**src/rtl/ilk_pkg.sv**
```systemverilog
package ilk_pkg;
  // default sizing: eight architectural registers, three stages behind decode
  localparam int unsigned ILK_REG_W = 3;
  localparam int unsigned ILK_DEPTH = 3;
  // number of source operands compared per decode instruction
  localparam int unsigned ILK_NSRC  = 2;
endpackage

```
**src/rtl/ilk_dest_track.sv**
```systemverilog
module ilk_dest_track #(
  parameter  int unsigned REG_W  = 3,
  parameter  int unsigned DEPTH  = 3,
  localparam int unsigned FLAT_W = REG_W * DEPTH
) (
  input  logic              clk,
  input  logic              rst,
  input  logic [REG_W-1:0]  push_rd,
  input  logic              push_we,
  input  logic              hold,
  output logic [FLAT_W-1:0] rd_flat,
  output logic [DEPTH-1:0]  live
);
  // entry 0 mirrors execute, DEPTH-1 mirrors writeback
  logic [DEPTH-1:0][REG_W-1:0] rd_q;
  logic [DEPTH-1:0]            live_q;

  // a write to register 0 is discarded here, so compares need no zero test on it
  logic entry_live;
  assign entry_live = push_we && (push_rd != '0) && !hold;

  always_ff @(posedge clk) begin
    if (rst) begin
      rd_q   <= '0;
      live_q <= '0;
    end else begin
      rd_q[0]   <= hold ? '0 : push_rd;
      live_q[0] <= entry_live;
      for (int s = 1; s < DEPTH; s++) begin
        rd_q[s]   <= rd_q[s-1];
        live_q[s] <= live_q[s-1];
      end
    end
  end

  for (genvar s = 0; s < DEPTH; s++) begin : g_out
    assign rd_flat[s*REG_W +: REG_W] = rd_q[s];
  end
  assign live = live_q;
endmodule

```
**src/rtl/ilk_src_match.sv**
```systemverilog
module ilk_src_match #(
  parameter  int unsigned REG_W  = 3,
  parameter  int unsigned DEPTH  = 3,
  localparam int unsigned FLAT_W = REG_W * DEPTH
) (
  input  logic [REG_W-1:0]  src,
  input  logic [FLAT_W-1:0] rd_flat,
  input  logic [DEPTH-1:0]  live,
  output logic              hit
);
  logic [DEPTH-1:0] stage_hit;

  for (genvar s = 0; s < DEPTH; s++) begin : g_cmp
    assign stage_hit[s] = live[s] && (rd_flat[s*REG_W +: REG_W] == src);
  end

  // register 0 reads a constant and never waits
  assign hit = (src != '0) && (|stage_hit);
endmodule

```
**src/rtl/dep_interlock.sv**
```systemverilog
module dep_interlock
  import ilk_pkg::*;
#(
  parameter int unsigned REG_W = ILK_REG_W,
  parameter int unsigned DEPTH = ILK_DEPTH
) (
  input  logic             clk,
  input  logic             rst,
  input  logic [REG_W-1:0] src_a,
  input  logic [REG_W-1:0] src_b,
  input  logic [REG_W-1:0] id_rd,
  input  logic             id_we,
  output logic             pc_en,
  output logic             ifid_en,
  output logic             bubble
);
  localparam int unsigned FLAT_W = REG_W * DEPTH;
  localparam int unsigned NSRC   = ILK_NSRC;

  logic [FLAT_W-1:0]          dn_rd;
  logic [DEPTH-1:0]           dn_live;
  logic [NSRC-1:0][REG_W-1:0] srcs;
  logic [NSRC-1:0]            src_hit;
  logic                       stall;

  assign srcs = {src_b, src_a};

  for (genvar g = 0; g < NSRC; g++) begin : g_src
    ilk_src_match #(.REG_W(REG_W), .DEPTH(DEPTH)) u_match (
      .src     (srcs[g]),
      .rd_flat (dn_rd),
      .live    (dn_live),
      .hit     (src_hit[g])
    );
  end

  assign stall = (|src_hit) && !rst;

  ilk_dest_track #(.REG_W(REG_W), .DEPTH(DEPTH)) u_track (
    .clk     (clk),
    .rst     (rst),
    .push_rd (id_rd),
    .push_we (id_we),
    .hold    (stall),
    .rd_flat (dn_rd),
    .live    (dn_live)
  );

  assign pc_en   = !stall;
  assign ifid_en = !stall;
  assign bubble  = stall;
endmodule

```
**config.mk**
```make
export PLATFORM = sky130hd
export DESIGN_NAME = dep_interlock
export DESIGN_NICKNAME = d
export VERILOG_FILES = /design/src/rtl/ilk_pkg.sv /design/src/rtl/ilk_dest_track.sv /design/src/rtl/ilk_src_match.sv /design/src/rtl/dep_interlock.sv
export SDC_FILE = /design/constraint.sdc
export NUM_CORES = 1
export LEC_CHECK = 0
export ABC_AREA = 0
export BUFFER_PORTS_ARGS = -buffer_cell sky130_fd_sc_hd__buf_2
export CAP_MARGIN = 20
export CORE_MARGIN = 4
export CORE_UTILIZATION = 40
export DETAILED_ROUTE_END_ITERATION = 16
export GPL_TIMING_DRIVEN = 0
export PLACE_DENSITY = 0.64
export SYNTH_ARGS = -nofsm -noshare
export SYNTH_HDL_FRONTEND = slang
export SYNTH_SLANG_ARGS = --single-unit
```
**constraint.sdc**
```tcl
create_clock -name clk -period 1.7 [get_ports clk]
set_clock_uncertainty 0.05 [all_clocks]
set_input_delay 0 -clock clk [delete_from_list [all_inputs] [get_ports clk]]
set_output_delay 0 -clock clk [all_outputs]
set_load 0.005 [all_outputs]
```
### Word level (Yosys, flattened, before mapping)

Index checks and enable logic that the tools add are counted.

| operators by class | value |
|---|---|
| $add $sub $neg | 0 |
| order comparisons | 0 |
| equality and inequality tests | 6 |
| reductions and logical operators | 20 |
| bitwise operators | 0 |
| shift-type cells | 0 |
| multipliers | 0 |
| div/mod/pow operators | 0 |
| muxes and demuxes | 0 |

Operators with widths:

| operator | number |
|---|---|
| 3-bit equality test | 6 |
| 1-bit logical AND | 11 |
| 3-bit nonzero test | 3 |
| 3-bit OR reduction | 2 |
| 2-bit OR reduction | 2 |
| 1-bit zero test | 2 |

| storage, ports and cells | value |
|---|---|
| memory bits (writable) | 0 |
| bits in registers | 12 |
| input bits | 12 |
| output and inout bits | 3 |
| memories kept | 0 |
| bits in read-only memories | 0 |
| latch bits | 0 |
| word-level logic and storage cells | 30 |

### Logic depth before layout (Yosys ltp)

Gate-level depths: netlist of run 1.

| logic depth | value |
|---|---|
| depth after elaboration | 8 |
| depth in mapped cells | 5 |
| depth with buffers taken out | 4 |

### Cells and area by module

A second synthesis of run 1 with hierarchy kept.

| second synthesis, totals | value |
|---|---|
| cell total of the unflattened synthesis | 60 |
| area total of the unflattened synthesis | 608.1 µm² |

Modules (own cells, without submodules):

| module | area each (µm²) | times used | seq. area each (µm²) | cells an instance |
|---|---|---|---|---|
| ilk_dest_track | 347.8 | 1 | 240.2 | 25 |
| ilk_src_match | 117.6 | 2 | 0.0 | 16 |
| dep_interlock | 25.0 | 1 | 0.0 | 3 |

### Least setup slack after synthesis of run 1

Ideal clock, no wire load.

| path | value |
|---|---|
| kind | register -> output |
| from | reg u_track.rd_q (netlist bit u_track.rd_flat[4]) |
| to | out pc_en |
| cell stages (with the launch flop) | 6 |
| data required time | 1.650 ns |
| path slack | 0.471 ns |
| data arrival time | 1.179 ns |
| cell sequence | dfxtp_1 -> xnor2_1 -> nand4_2 -> a31oi_4 -> o21ai_0 -> buf_4 |

| on the way | value |
|---|---|
| word-level cells in the longest chain between the ends | 7 |

RTL lines:

| item | line | RTL |
|---|---|---|
| from (decl) | ilk_dest_track.sv:15 | `logic [DEPTH-1:0][REG_W-1:0] rd_q;` |
| from (signal, indexed assignment) | ilk_dest_track.sv:30 | `rd_q[s] <= rd_q[s-1];` |
| 3-bit equality test | ilk_src_match.sv:14 | `assign stage_hit[s] = live[s] && (rd_flat[s*REG_W +: REG_W] == src);` |
| 1-bit logical AND | ilk_src_match.sv:14 |  |
| 3-bit OR reduction | ilk_src_match.sv:18 | `assign hit = (src != '0) && (\|stage_hit);` |
| 1-bit logical AND | ilk_src_match.sv:18 |  |
| 2-bit OR reduction (*) | dep_interlock.sv:37 | `assign stall = (\|src_hit) && !rst;` |
| 1-bit logical AND (*) | dep_interlock.sv:37 |  |
| 1-bit zero test (*) | n/a |  |
| to (decl) | dep_interlock.sv:13 | `output logic pc_en,` |

Every way passes the cells marked *; elsewhere a longest branch is shown, timed or not.

### Worst setup path after layout of run 1

| path | value |
|---|---|
| from | reg u_track.rd_q (netlist bit u_track.rd_flat[5]) |
| to | out pc_en |

| on the way | value |
|---|---|
| word-level cells in the longest chain between the ends | 7 |

RTL lines:

| item | line | RTL |
|---|---|---|
| 3-bit equality test | ilk_src_match.sv:14 |  |
| 1-bit logical AND | ilk_src_match.sv:14 |  |
| 3-bit OR reduction | ilk_src_match.sv:18 |  |
| 1-bit logical AND | ilk_src_match.sv:18 |  |
| 2-bit OR reduction (*) | dep_interlock.sv:37 |  |
| 1-bit logical AND (*) | dep_interlock.sv:37 |  |
| 1-bit zero test (*) | dep_interlock.sv:49 | `assign pc_en = !stall;` |

Marked as above.

==> qor.txt, run 1 <==
outcome: completed
placed insts: 91
Leak: 0.308 nW
root buffer cell: clkbuf_4
Yosys reg bits: 12
CP required: 1650 ps
die area: 2240 um2
grt ovf: 0
CTS Buf Count: 3
synthesized cell area: 619 um2
WL per Instance: 12.8 um
P&R area growth vs syn: 32.7%
average cell area after synthesis: 9.99 um2
DRC Markers: 0
Max-slew headroom: 0.788
Post-layout nets: 98
fin crit period: 1600 ps
max_cap viols: 0
multi-input logic area: 402 um2
Detailed Route WL: 1.27 mm
Final Total Pwr: 0.594 mW
HP Class: in -> reg
Ys Warns: 0
CTS sink cnt: 12
drt initial violations: 8
initial core utilization: 0.448
clock latency on the worst-skew pair: 270 ps
first-pass GRT wire length: 2.13 mm
vias in the first global route: 543
RSZ-0062 raised after global routing: false
Die X: 47.4 um
total number of vias: 519
vias per std cell: 5.24
Max Slew Vio Count: 0
layout cell share with drive strength beyond 1: 0.393
placed inst area: 708 um2
Hold Worst Slack: 216 ps
Sequential Area: 248 um2
Die H: 47.4 um
Distinct cells, synth: 17
crit path max fanout: 3
CP arrival: 1550 ps
setup TNS: 0 ps
Seq/Total Area, Yosys: 0.388
Design Area, Final: 822 um2
initial antenna violation count: 0
maximum vdd drop: 0.448 mV
H-tree level count: 1
Worst setup EP type: output pin
FILL cells: 114
Setup crit start kind: flip-flop
Clock transition at path regs: 70 ps
# diodes: 0
All-Layer GR Usage: 0.145
Setup CP Type: reg -> out
Antenna Nets Post-Route: 0
HPWL after DPL: 981 um
CTS tree: done
row cnt: 13
Fin. Hold Viols: 0
Fmax: 626 MHz
PwrDens: 723 nW/um2
Setup Viol. Count Final: 0
Buffers on Ports: 14
Final Non-Filler Cells: 99
Cells after Synth: 62
Boundary Pins: 15
syn_nets: 74
worst-margin pin slew: 316 ps
TritonRoute pass-1 iters: 4
GP Congestion: 0.804
core area: 1380 um2
CTS max path bufs: 2
largest net degree at the start of global routing: 10
crit share post-route: 0.940
final timing paths:
check,startpoint,endpoint,slack [ps],cells past startpoint
max,u_track.rd_flat[5]$_SDFF_PP0_,pc_en,100,6
min,src_b[1],u_track.rd_flat[2]$_SDFF_PP0_,220,4
max reg2reg,u_track.rd_flat[7]$_SDFF_PP0_,u_track.rd_flat[0]$_SDFF_PP0_,470,4
min reg2reg,u_track.rd_flat[2]$_SDFF_PP0_,u_track.rd_flat[5]$_SDFF_PP0_,440,1
critical path, stage by stage (launching register included):
cell     delay [ps]
dfxtp_2         340
xnor2_1         180
nand4_1         150
a31oi_1         290
o21ai_2          80
buf_4           130
buf_2           110
final cells by class:
type / count / area share
multi-input cells: 48 / 0.489
clock buffers: 3 / 0.0274
inverters: 1 / 0.00457
plain buffers: 1 / 0.00913
repair buffers: 19 / 0.146
flip-flops and latches: 12 / 0.301
well taps: 15 / 0.0228
metal layers:
layer | vias up | global-route usage | share of wire
met1 | 230 | 0.159 | 0.43
li1 | 265 | - | -
met5 | - | 0 | 0
met4 | 0 | 0.0994 | 0.020
met2 | 21 | 0.241 | 0.47
met3 | 3 | 0.0383 | 0.082
flip-flops by register name, indices dropped and copies added (netlist names):
signal	count
u_track.rd_flat	9
u_track.live	3
timing repair:
action                                  CTS  global route
endpoints found under the setup margin    0             2
hold buffers                              5             0
resized for setup                         0            12
setup buffers                             0             0
endpoints found under the hold margin    12             0
metrics by stage:
step	setup slack, ps	utilization
after CTS	2.22	0.565
final	103	0.595
after floorplan	471	-
after detailed placement	317	0.512
after global placement	326	0.512
after global routing	13.0	0.595
where the power goes:
part | total (mW) | switching, mW | internal, mW
Sequential | 0.311 | 0.0143 | 0.297
Clock | 0.169 | 0.0869 | 0.0819
Combinational | 0.114 | 0.0498 | 0.0642
cells by family after synthesis:
family                    after synthesis  share of synthesized area
xor gates and xnor gates               18                      0.255
AOI/OAI and AO/OA                       6                     0.0869
buffers and inverters                   2                     0.0182
and+or+nand+nor                        24                      0.253
DFF                                    12                      0.388
cell usage in the layout, fill, tap and decap left out, drive strengths merged:
| cell | n |
|---|---|
| a21oi | 1 |
| clkbuf | 3 |
| o311ai | 1 |
| nor3 | 2 |
| buf | 15 |
| o21a | 1 |
| xnor2 | 18 |
| nor2 | 1 |
| o21ai | 1 |
| nand4 | 6 |
| nor4 | 4 |
| nand2 | 3 |
| a31oi | 2 |
| dlygate4sd3 | 5 |
| inv | 1 |
| nor2b | 8 |
| dfxtp | 12 |
synthesized netlist by cell type:
library cell / number / area share
o21ai_0: 1 / 0.0081
nor4_1: 4 / 0.040
nand2_1: 3 / 0.018
o21a_1: 1 / 0.012
xnor2_1: 18 / 0.25
nand4_1: 3 / 0.030
a31oi_1: 1 / 0.010
buf_4: 1 / 0.012
nor2_1: 1 / 0.0061
inv_1: 1 / 0.0061
a31oi_4: 1 / 0.034
nor2b_1: 8 / 0.081
o311ai_0: 1 / 0.014
dfxtp_1: 12 / 0.39
nor3_1: 2 / 0.016
a21oi_1: 1 / 0.0081
nand4_2: 3 / 0.061
No activity file was read; power rests on OpenSTA's default activity.
==> run 2, diff against run 1 <==
CORE_UTILIZATION = 45   (was 40)
PLACE_DENSITY = 0.7   (was 0.64)
==> run 2 against run 1 <==
- largest power group unchanged
- highest routed layer unchanged
- clock power increased by 34%
- global-route usage increased by 1.6 points
- critical endpoint unchanged
- cell count increased by 5.1%
- maximum frequency increased by 0.63%
- non-clock buffer count increased by 4
- sequential power about the same
- wire length increased by 9.3%
- sequential share of layout area decreased by 1.2 points
==> qor.txt, run 2 (same netlist as run 1, synthesis figures left out) <==
Reg power frac: 0.475
Worst setup EP type: output pin
multi-input logic area: 397 um2
fin crit period: 1590 ps
CTS sink cnt: 12
clock latency on the worst-skew pair: 270 ps
Antenna Nets Post-Route: 0
GP Congestion: 0.750
final worst slack: 113 ps
placed inst area: 708 um2
CP arrival: 1540 ps
core area: 1300 um2
Boundary Pins: 15
RSZ-0062 raised after global routing: false
outcome: completed
pre-CTS setup slack: 320 ps
Fin. Hold Viols: 0
Setup Viol. Count Final: 0
H-tree level count: 1
delay of the slowest critical-path stage: 340 ps
Leak: 0.331 nW
initial core utilization: 0.476
PwrDens: 759 nW/um2
CP required: 1650 ps
Power Internal: 0.493 mW
commonest cells after routing, fill and taps aside: xnor2_1 (15), buf_2 (14), nor2b_1 (8), dfxtp_2 (8)
row cnt: 13
Die X: 45.1 um
die area: 2030 um2
Max Used Layer: met4
worst r2r src: u_track.rd_flat[3]$_SDFF_PP0_
crit share post-route: 0.934
largest net degree at the start of global routing: 10
crit-path cells: xnor2_1, nand4_2, a31oi_4, o21ai_1, buf_4, buf_2
Crit. Startpoint: u_track.rd_flat[0]$_SDFF_PP0_
Sequential Area: 250 um2
CP max stage cell: dfxtp_2
root buffer cell: clkbuf_4
sw frac: 0.247
vias in the first global route: 499
most common cell after layout, fill and taps aside: xnor2_1
initial antenna violation count: 0
Setup CP Type: reg -> out
max_cap viols: 0
Gate power share: 0.179
vias per std cell: 5.12
Clock transition at path regs: 80 ps
FILL cells: 109
grt ovf: 0
total number of vias: 532
# diodes: 0
Max-slew headroom: 0.741
Design Area, Final: 863 um2
setup TNS: 0 ps
first-pass GRT wire length: 2.22 mm
CTS max path bufs: 2
Fmax: 630 MHz
Clk network pwr share: 0.346
crit path max fanout: 4
Sw Pwr: 0.162 mW
maximum vdd drop: 0.385 mV
HPWL after DPL: 1.00 mm
TritonRoute pass-1 iters: 4
met1 wire length: 580 um
P&R area growth vs syn: 39.4%
Setup crit start kind: flip-flop
All-Layer GR Usage: 0.161
Buffers on Ports: 14
DRC Markers: 0
Post-layout nets: 102
worst-margin pin slew: 385 ps
Routed met2 length: 691 um
HP Start: src_a[1]
CTS Buf Count: 3
Hold Worst Slack: 212 ps
WL per Instance: 13.3 um
CTS tree: done
Detailed Route WL: 1.39 mm
Die H: 45.1 um
Max Slew Vio Count: 0
max reg flops: 9
drt initial violations: 4
layout cell share with drive strength beyond 1: 0.438
HP Class: in -> reg
DR WL met3: 94 um
run 2: path summary, 6_finish.rpt:
kind | cells past startpoint | endpoint | slack, ps
setup / recovery | 6 | pc_en | 110
hold / removal | 4 | u_track.live[0]$_SDFF_PP0_ | 210
setup reg to reg | 5 | u_track.rd_flat[0]$_SDFF_PP0_ | 380
hold reg to reg | 1 | u_track.rd_flat[4]$_SDFF_PP0_ | 450
run 2: layer usage:
| metal | GRT usage | vias to the layer above |
|---|---|---|
| met3 | 0.0518 | 4 |
| met4 | 0.0877 | 0 |
| met5 | 0 | - |
| met1 | 0.169 | 240 |
| met2 | 0.280 | 16 |
| li1 | - | 272 |
run 2: timing repair:
| item | CTS | global route |
|---|---|---|
| hold buffers | 5 | 0 |
| hold endpoints to repair | 12 | 0 |
| setup buffers | 0 | 4 |
| endpoints found under the setup margin | 0 | 1 |
| gates resized for setup | 0 | 13 |
run 2: final cells by class:
cell class | count | area share
Inverter | 1 | 0.00435
Clock buffer | 4 | 0.0420
Multi-Input combinational cell | 48 | 0.459
Buffer | 1 | 0.00870
Sequential cell | 12 | 0.290
Tap cell | 15 | 0.0217
Timing Repair Buffer | 23 | 0.174
run 2: power groups by stage:
stage	clock (mW)	combinational, mW	sequential, mW
5_1_grt	0.243	0.128	0.313
2_1_floorplan	0	0.0619	0.312
3_5_place_dp	0	0.0971	0.315
3_3_place_gp	0	0.0943	0.315
4_1_cts	0.231	0.106	0.308
6_report	0.226	0.117	0.311
run 2: metrics by stage:
step	utilization	power (mW)	instances
after CTS	0.611	0.645	100
after global routing	0.663	0.684	104
final	0.663	0.655	104
after global placement	0.544	0.409	91
after floorplan	-	0.374	62
after detailed placement	0.544	0.412	91
run 2: critical path, delay by kind of cell, from the launching register on:
kind	cells	cell delay, ps
flops	1	340
xor+xnor	1	180
compound gates	2	360
buf+inv	2	250
simple gates	1	140
==> run 3, diff against run 2 <==
SYNTH_HIERARCHICAL = 1   (was unset)
==> run 3 against run 2 <==
- combinational power barely moved
- wire length fell by 4.4%
- critical path depth is the same
- first-iteration DRC count down 25%
- sequential power down 1%
- design area decreased by 0.43%
- synthesized area decreased by 1.8%
- utilization is 6.1 points higher
- worst hold slack got worse by 140 ps
- critical path type unchanged
- largest cell class unchanged
- largest power group unchanged
==> qor.txt, run 3 <==
average cell area after synthesis: 10.1 um2
fin crit period: 1610 ps
Sw Pwr: 0.155 mW
crit path buf inv count: 1
DRC Markers: 0
most instantiated library cell after synthesis: xnor2_1
delay of the slowest critical-path stage: 380 ps
H-tree level count: 1
most common library cells after synthesis: xnor2_1 (16), dfxtp_1 (12), and2b_2 (8)
DR WL met3: 87 um
Worst setup EP type: output pin
HP Start: rst
Final Total Pwr: 0.647 mW
CP max stage cell: dfxtp_2
CTS max path bufs: 2
Gate power share: 0.176
sw frac: 0.239
Max Slew Vio Count: 0
Die X: 44.8 um
hold depth: 2
PwrDens: 753 nW/um2
clock latency on the worst-skew pair: 270 ps
Cells after Synth: 60
layout cell share with drive strength beyond 1: 0.580
Setup crit start kind: flip-flop
worst-margin pin slew: 177 ps
Ys Warns: 6
drt initial violations: 3
Design Area, Final: 860 um2
Antenna Nets Post-Route: 0
CP required: 1650 ps
Boundary Pins: 15
CTS tree: done
Clock transition at path regs: 80 ps
Buffers on Ports: 14
initial antenna violation count: 0
Seq/Total Area, Yosys: 0.395
synthesized cell area: 608 um2
Leak: 0.370 nW
outcome: completed
Setup CP Type: reg -> out
Synth area leaders: dfxtp_1 (40%), xnor2_1 (23%), and2b_2 (12%)
Power Internal: 0.492 mW
R2R Setup Slk: 110 ps
initial core utilization: 0.513
Fin. Hold Viols: 0
All-Layer GR Usage: 0.148
Post-layout nets: 94
HP Class: in -> reg
Synth area leader: dfxtp_1
crit share post-route: 0.948
most common cell after layout, fill and taps aside: buf_2
syn_nets: 72
commonest cells after routing, fill and taps aside: buf_2 (13), xnor2_2 (9), and2b_2 (8), xnor2_1 (7), dfxtp_1 (6)
# diodes: 0
Distinct cells, synth: 15
CTS sink cnt: 12
EDFF count, synth: 0
WL per Instance: 14.0 um
crit path max fanout: 2
Hold EP: u_track/rd_flat[4]$_SDFF_PP0_
r2r worst-path depth: 7
Fmax: 621 MHz
Setup Viol. Count Final: 0
GP Congestion: 0.711
first-pass GRT wire length: 2.11 mm
core area: 1190 um2
Post-synth ARST share: 0
die area: 2000 um2
Yosys reg bits: 12
max reg flops: 9
largest net degree at the start of global routing: 12
CP arrival: 1560 ps
Routed met2 length: 679 um
Main synth FF type: dfxtp_1
Reg power frac: 0.474
crit-path cells: xnor2_2, nand4_1, a31oi_1, o21a_1, o21ba_4, buf_6
Die H: 44.8 um
met1 wire length: 546 um
vias per std cell: 5.45
share of the synthesized area in the top cell type: 0.395
row cnt: 12
worst r2r src: u_track/rd_flat[6]$_SDFF_PP0_
root buffer cell: clkbuf_4
Max-slew headroom: 0.882
maximum vdd drop: 0.430 mV
Max Used Layer: met4
Detailed Route WL: 1.33 mm
Largest delay share family, worst path: compound AO/OA/AOI/OAI gates
vias in the first global route: 521
worst r2r dst: u_track/rd_flat[0]$_SDFF_PP0_
placed inst area: 696 um2
CTS Buf Count: 3
Final Non-Filler Cells: 95
max_cap viols: 0
Clk network pwr share: 0.350
RSZ-0062 raised after global routing: true
total number of vias: 518
grt ovf: 0
P&R area growth vs syn: 41.4%
setup TNS: 0 ps
TritonRoute pass-1 iters: 4
placed insts: 88
-- run 3: cell families (layout without fill, tap and decap cells) --
family | after synthesis | after routing | synth area share
AOI/OAI and AO/OA | 9 | 9 | 0.121
xor gates and xnor gates | 16 | 16 | 0.230
buffers and inverters | 3 | 24 | 0.0247
DFF | 12 | 12 | 0.395
and+or+nand+nor | 20 | 20 | 0.228
-- run 3: per-layer routing --
metal,vias to the layer above,GRT usage
li1,252,-
met3,4,0.0598
met5,-,0
met2,18,0.258
met1,244,0.165
met4,0,0.0361
-- run 3: how the worst max path moves through the flow --
stage                     cells after the start                             to                     startpoint  slack [ps]
after floorplan                               7  u_track/rd_flat[0]$_SDFF_PP0_  u_track/rd_flat[3]$_SDFF_PP0_         250
after detailed placement                      7  u_track/rd_flat[0]$_SDFF_PP0_  u_track/rd_flat[5]$_SDFF_PP0_         120
after global routing                          6                         bubble  u_track/rd_flat[3]$_SDFF_PP0_          -2
after CTS                                     7                          pc_en  u_track/rd_flat[7]$_SDFF_PP0_          20
after global placement                        7  u_track/rd_flat[0]$_SDFF_PP0_  u_track/rd_flat[3]$_SDFF_PP0_         180
final                                         6                         bubble  u_track/rd_flat[6]$_SDFF_PP0_          90
-- run 3: timing repair --
| item | 4_1_cts | 5_1_grt |
|---|---|---|
| hold buffers | 4 | 0 |
| resized for setup | 0 | 20 |
| endpoints found under the hold margin | 4 | 0 |
| endpoints found under the setup margin | 0 | 7 |
| buffers inserted | 0 | 0 |
-- run 3: final cells by class --
| class | instances | area [um2] |
|---|---|---|
| clock buffers | 4 | 36.3 |
| fillers | 95 | 327 |
| inverters | 2 | 7.51 |
| multi-input cells | 45 | 429 |
| flip-flops and latches | 12 | 253 |
| well taps | 14 | 17.5 |
| repair buffers | 18 | 116 |
-- run 3: stage by stage --
step	hold WS, ps	utilization	setup slack [ps]
CTS	61.3	0.651	15.5
floorplan	62.4	-	247
global route	67.4	0.725	-2.50
global placement	182	0.586	178
detailed placement	183	0.586	118
finish	69.7	0.725	88.4
-- run 3: power by group through the flow --
stage | logic (mW) | registers (mW) | clock network (mW)
4_1_cts | 0.0965 | 0.306 | 0.230
3_5_place_dp | 0.0892 | 0.313 | 0
2_1_floorplan | 0.0553 | 0.310 | 0
3_3_place_gp | 0.0860 | 0.312 | 0
6_report | 0.114 | 0.307 | 0.226
5_1_grt | 0.125 | 0.309 | 0.246
